$ cat src/rtl/rstgen_pkg.sv
// Shared constants for the module reset generator.
// Assumes a 32-bit data path and byte addressing with 4-byte words.
package rstgen_pkg;
    localparam int DATA_W        = 32;
    localparam int BYTES_PER_WD  = 4;
    localparam int SYSRST_BIT    = 31;
    typedef logic [DATA_W-1:0] word_t;
endpackage

$ cat src/rtl/rstgen_pulse.sv
// System-reset stretcher: a start strobe loads a down-counter, and busy_o
// stays high while it is non-zero. clear_o marks the final pulse cycle.
// Assumes start_i is only raised while busy_o is low.
module rstgen_pulse #(
    parameter int CYCLES = 16
) (
    input  logic clk,
    input  logic rst_n,
    input  logic start_i,
    output logic busy_o,
    output logic clear_o
);
    localparam int CNT_W = $clog2(CYCLES + 1);
    localparam logic [CNT_W-1:0] LOAD = CNT_W'(CYCLES);

    logic [CNT_W-1:0] cnt_q;

    // Load on a request, count down to zero otherwise.
    always_ff @(posedge clk) begin
        if (!rst_n)              cnt_q <= '0;
        else if (start_i)        cnt_q <= LOAD;
        else if (cnt_q != '0)    cnt_q <= cnt_q - 1'b1;
    end

    assign busy_o  = (cnt_q != '0);
    assign clear_o = (cnt_q == CNT_W'(1));

    a_r7_starts_pulse: assert property (@(posedge clk) disable iff (!rst_n)
        start_i |=> busy_o);
    a_r7_rise_needs_start: assert property (@(posedge clk) disable iff (!rst_n)
        $rose(busy_o) |-> $past(start_i));
endmodule

$ cat src/rtl/rstgen_regbank.sv
// Control word storage, one generated register per 32-line word. Writes are
// taken when the word's aligned offset matches and the bank is not locked.
// clear_i zeroes every word. Assumes NUM_LINES is a multiple of 32.
module rstgen_regbank
    import rstgen_pkg::*;
#(
    parameter int NUM_LINES = 64,
    parameter int ADDR_W    = 8
) (
    input  logic                 clk,
    input  logic                 rst_n,
    input  logic                 wr_en_i,
    input  logic [ADDR_W-1:0]    addr_i,
    input  word_t                wdata_i,
    input  logic                 lock_i,
    input  logic                 clear_i,
    output logic [NUM_LINES-1:0] bank_o
);
    localparam int NUM_WORDS = NUM_LINES / DATA_W;

    logic [NUM_WORDS-1:0] hit;

    for (genvar w = 0; w < NUM_WORDS; w++) begin : g_word
        word_t word_q;

        // Decode the aligned byte offset of this word.
        assign hit[w] = (addr_i == ADDR_W'(w * BYTES_PER_WD));

        // Hold the programmed word: clear on chip reset end, else write.
        always_ff @(posedge clk) begin
            if (!rst_n)                           word_q <= '0;
            else if (clear_i)                     word_q <= '0;
            else if (wr_en_i && hit[w] && !lock_i) word_q <= wdata_i;
        end

        assign bank_o[w*DATA_W +: DATA_W] = word_q;
    end

    a_r6_unmapped_write_ignored: assert property (@(posedge clk) disable iff (!rst_n)
        (wr_en_i && (hit == '0) && !clear_i) |=> $stable(bank_o));
    a_r9_locked_bank_stable: assert property (@(posedge clk) disable iff (!rst_n)
        (lock_i && !clear_i) |=> $stable(bank_o));
endmodule

$ cat src/rtl/rstgen_rdport.sv
// Registered readback: on a read strobe, captures the addressed word or zero
// for any unmapped or unaligned offset. Holds the value between reads.
module rstgen_rdport
    import rstgen_pkg::*;
#(
    parameter int NUM_LINES = 64,
    parameter int ADDR_W    = 8
) (
    input  logic                 clk,
    input  logic                 rst_n,
    input  logic                 rd_en_i,
    input  logic [ADDR_W-1:0]    addr_i,
    input  logic [NUM_LINES-1:0] bank_i,
    output word_t                rdata_o
);
    localparam int NUM_WORDS = NUM_LINES / DATA_W;

    word_t sel;

    // Select the addressed word, zero when nothing matches.
    always_comb begin
        sel = '0;
        for (int w = 0; w < NUM_WORDS; w++) begin
            if (addr_i == ADDR_W'(w * BYTES_PER_WD))
                sel = bank_i[w*DATA_W +: DATA_W];
        end
    end

    // Capture read data one cycle after the request.
    always_ff @(posedge clk) begin
        if (!rst_n)       rdata_o <= '0;
        else if (rd_en_i) rdata_o <= sel;
    end

    a_r4_hold_between_reads: assert property (@(posedge clk) disable iff (!rst_n)
        !rd_en_i |=> $stable(rdata_o));
endmodule

$ cat src/rtl/rstgen_ctrl.sv
// Top of the module reset generator. Decodes the access strobe, stores the
// per-module reset words, stretches a chip reset request into system_rst_o,
// and forces every module line high during that pulse.
// Assumes destination domains synchronise module_rst_o themselves.
module rstgen_ctrl
    import rstgen_pkg::*;
#(
    parameter int NUM_LINES     = 64,
    parameter int ADDR_W        = 8,
    parameter int SYSRST_CYCLES = 16
) (
    input  logic                 clk,
    input  logic                 rst_n,
    input  logic                 req_valid,
    input  logic                 req_write,
    input  logic [ADDR_W-1:0]    req_addr,
    input  logic [DATA_W-1:0]    req_wdata,
    output logic [DATA_W-1:0]    rsp_rdata,
    output logic [NUM_LINES-1:0] module_rst_o,
    output logic                 system_rst_o
);
    logic [NUM_LINES-1:0] bank;
    logic wr_en, rd_en, sys_start, sys_busy, sys_clear;

    assign wr_en     = req_valid && req_write;
    assign rd_en     = req_valid && !req_write;
    assign sys_start = wr_en && (req_addr == '0) && req_wdata[SYSRST_BIT] && !sys_busy;

    rstgen_regbank #(.NUM_LINES(NUM_LINES), .ADDR_W(ADDR_W)) u_bank (
        .clk(clk), .rst_n(rst_n), .wr_en_i(wr_en), .addr_i(req_addr),
        .wdata_i(req_wdata), .lock_i(sys_busy), .clear_i(sys_clear), .bank_o(bank)
    );

    rstgen_pulse #(.CYCLES(SYSRST_CYCLES)) u_pulse (
        .clk(clk), .rst_n(rst_n), .start_i(sys_start),
        .busy_o(sys_busy), .clear_o(sys_clear)
    );

    rstgen_rdport #(.NUM_LINES(NUM_LINES), .ADDR_W(ADDR_W)) u_rd (
        .clk(clk), .rst_n(rst_n), .rd_en_i(rd_en), .addr_i(req_addr),
        .bank_i(bank), .rdata_o(rsp_rdata)
    );

    assign system_rst_o = sys_busy;
    assign module_rst_o = sys_busy ? '1 : bank;

    a_r2_low_word_write: assert property (@(posedge clk) disable iff (!rst_n)
        (wr_en && req_addr == '0 && !req_wdata[SYSRST_BIT] && !system_rst_o)
        |=> module_rst_o[DATA_W-1:0] == $past(req_wdata));
    a_r9_clean_after_pulse: assert property (@(posedge clk) disable iff (!rst_n)
        $fell(system_rst_o) |-> (module_rst_o == '0));
    a_r8_all_lines_in_pulse: assert property (@(posedge clk) disable iff (!rst_n)
        $rose(system_rst_o) |-> (&module_rst_o));
endmodule

$ cat config.mk
export PLATFORM = sky130hd
export DESIGN_NAME = rstgen_ctrl
export DESIGN_NICKNAME = d
export VERILOG_FILES = /design/src/rtl/rstgen_pkg.sv /design/src/rtl/rstgen_pulse.sv /design/src/rtl/rstgen_regbank.sv /design/src/rtl/rstgen_rdport.sv /design/src/rtl/rstgen_ctrl.sv
export SDC_FILE = /design/constraint.sdc
export NUM_CORES = 1
export LEC_CHECK = 0
export BUFFER_PORTS_ARGS = -buffer_cell sky130_fd_sc_hd__buf_2
export CORE_UTILIZATION = 56
export DETAILED_ROUTE_END_ITERATION = 10
export GPL_TIMING_DRIVEN = 0
export HOLD_SLACK_MARGIN = 0.12
export PLACE_DENSITY_LB_ADDON = 0.15
export SYNTH_ARGS = -nofsm -noshare
export SYNTH_HDL_FRONTEND = slang
export SYNTH_SLANG_ARGS = --single-unit
$ cat constraint.sdc
create_clock -name clk -period 4.9 [get_ports clk]
set_input_delay 0.98 -clock clk [delete_from_list [all_inputs] [get_ports clk]]
set_output_delay 0.98 -clock clk [all_outputs]
set_load 0.02 [all_outputs]
==> flow_summary_export.csv <==
group,metric,value,unit
clocking,cts_buffers,9,
grt,track_usage,29.3,%
yosys,yosys_warnings,0,
floorplanning,die_w,93.4,um
timing,timing.final.crit_period,3.48,ns
place,dp.cells,707,
grt,grt_use_met3,5.12,%
cells_and_area,areaGrowthSynthToFinish,21.8,%
floorplanning,dieArea,8720,um^2
yosys,syn_inst,466,
power,ir_drop,249,uV
yosys,avgSynthCellArea,10.0,um^2
drt,wl,12600,um
power,power_leakage,2.87,nW
timing,skew,0.00741,ns
yosys,synth_top_cell_area_share,43.2,%
grt,grt_util_met1,38.6,%
cells_and_area,drive_gt1_share,28.4,%
grt,antenna_found_initial,0,
floorplanning,num_rows,32,
worst_setup_path,critPathCaptureType,"output port",
timing,worstMarginPinSlew,0.845,ns
clocking,post_cts_buffers,0,
yosys,synth-main-ff-cell,"dfxtp_1",
clocking,holdBufCountCts,0,
clocking,clk_pin_slew,0.10,ns
status,status,"finished, final reports clean",
yosys,netlist_top_cells_area,"dfxtp_1 43%, mux2i_1 21%, nand3_1 10%, nand2b_1 8.6%, o2bb2ai_1 6.0%",
timing,final-setup-viol-count,0,
clocking,ctsResizeCount,0,
timing,slew_viol_final,0,
clocking,clk_path_buf_depth,2,
grt,grt_pass1_vias,4044,
grt,grt.busiest_layer,"met2",
yosys,synth_top_area_cell,"dfxtp_1",
drt,ant_nets,0,
yosys,ys_seq_elements,101,
place,gp_congestion,0.812,
clocking,cts_sinks,101,
worst_setup_path,cp_max_fo,10,
worst_setup_path,cp_data_required_time,3.92,ns
yosys,postSynthNetCount,512,
yosys,ys_seq_area_share,43.2,%
drt,wl_per_cell,17.4,um
clocking,cts-root-buf,"clkbuf_8",
cells_and_area,n_antenna_cell,0,
timing,rsz0062_at_grt,"no",
floorplanning,core,7890,um^2
power,cellPowerDensity,518,nW/um^2
place,numPortBuffers,139,
drt,drc,0,
floorplanning,initial_utilization,59.3,%
drt,via_count,4142,
cells_and_area,final_cells,722,
floorplanning,die-height,93.4,um
drt,drt-initial-drc-count,179,
clocking,clkLatencyLatePin,0.36,ns
floorplanning,io_pins,141,
yosys,yosysUniqueCellTypes,29,
timing,slew_headroom,43.7,%
grt,grt_pass1_wl,19800,um
worst_setup_path,critPathArrivalTime,2.50,ns
timing,fin_tns_setup,0,ns
flow_run,maxCapViolCount,0,
drt,post_drt_via_cell_ratio,5.74,
drt,drt-pass1-iter-count,5,
clocking,tritoncts,"built",
worst_setup_path,critPathKind,"flop to output port",
clocking,h-tree-depth,3,
cells_and_area,nets,662,
timing,final-hold-violation-count,0,
grt,grt_max_degree,17,
grt,grt_overflow,0,
timing,fmax,287,MHz
yosys,synth_edf_count,0,
worst_hold_path,worstHoldPathType,"flop to flop",
yosys,ys_async_sr_fraction,0,%
yosys,syn-cell-area,4680,um^2
timing,fin_crit_sh,71.0,%
place,dp_hpwl,9070,um
grt,met2_usage,49.1,%
worst_setup_path,startpoint_type,"flop",
==> per-stage QoR <==
step / instance area [um^2] / util (%) / power, mW / setup WS [ns] / hold slack (ns)
floorplan: 4680 / - / 1.88 / 2.30 / 0.457
global placement: 5500 / 69.7 / 2.41 / 1.82 / 0.439
detailed placement: 5500 / 69.7 / 2.43 / 1.80 / 0.442
CTS: 5700 / 72.2 / 2.96 / 1.39 / 0.469
global route: 5700 / 72.2 / 3.10 / 1.20 / 0.483
finish: 5700 / 72.2 / 2.95 / 1.42 / 0.463
==> registers in the layout, indices dropped and copies added (netlist names) <==
signal,cells
u_bank.g_word.word_q,64
u_rd.rdata_o,32
u_pulse.cnt_q,5
==> where the power goes <==
part	internal, mW	leakage [nW]	total, mW	switching (mW)
registers	0.832	0.814	0.848	0.0159
logic	0.482	1.96	1.56	1.08
clock network	0.249	0.0987	0.543	0.294
==> synthesized netlist by cell type (3+ instances only) <==
master	count
buf_1	9
buf_2	6
buf_6	11
clkbuf_1	19
dfxtp_1	101
inv_1	5
mux2i_1	97
nand2b_1	64
nand3_1	96
nand4_1	3
o2bb2ai_1	32
==> per-layer routing <==
metal | share of wire [%] | routed length, um
met3 | 6.3 | 786
met5 | 0 | 0
met2 | 48 | 5970
met4 | 1.6 | 196
met1 | 45 | 5610
==> cell usage in the layout (no fill, tap or decap), drive strengths merged, types with 2 or more instances in the layout <==
cell | Yosys | routed
buf | 26 | 165
dfxtp | 101 | 101
mux2i | 97 | 97
nand3 | 96 | 96
nand2b | 64 | 64
o2bb2ai | 32 | 32
clkbuf | 19 | 29
inv | 5 | 6
nand4 | 5 | 5
nor4b | 2 | 2
and3 | 2 | 2
and2 | 2 | 2
ha | 2 | 2
a21boi | 2 | 2
clkinv | 0 | 2
==> layout make-up <==
class	instances	area, um^2
fillers	644	2190
clock buffers	10	138
repair buffers	139	696
inverters	5	18.8
clock inverters	5	60.1
flip-flops and latches	101	2020
plain buffers	45	259
well taps	102	128
multi-input cells	315	2380
==> kinds of logic (layout without fill, tap and decap cells) <==
| family | count (synthesis) | in the layout | share of synthesized area (%) |
|---|---|---|---|
| AOI/OAI and AO/OA | 37 | 37 | 6.82 |
| xor gates and xnor gates | 2 | 2 | 0.375 |
| and+or+nand+nor | 177 | 177 | 22.3 |
| muxes | 97 | 97 | 20.8 |
| DFF | 101 | 101 | 43.2 |
| adders and majority gates | 2 | 2 | 0.535 |
| buffers and inverters | 50 | 204 | 5.94 |
==> worst paths after layout <==
check	end	slack (ns)	cells past startpoint	start
max	module_rst_o[57]	1.42	7	u_pulse.cnt_q[0]
min	u_rd.rdata_o[8]	0.46	1	u_rd.rdata_o[8]
max reg2reg	u_bank.g_word[1].word_q[28]	2.95	6	u_pulse.cnt_q[0]
min reg2reg	u_rd.rdata_o[8]	0.46	1	u_rd.rdata_o[8]
==> critical path, cell delays in order, from the launching register on <==
cell      delay, ns
dfxtp_1        0.37
inv_1          0.07
ha_1           0.20
nor4b_4        0.41
buf_2          0.33
clkbuf_1       0.44
nand2b_1       0.13
buf_2          0.18
(Power assumes the default switching activity.)
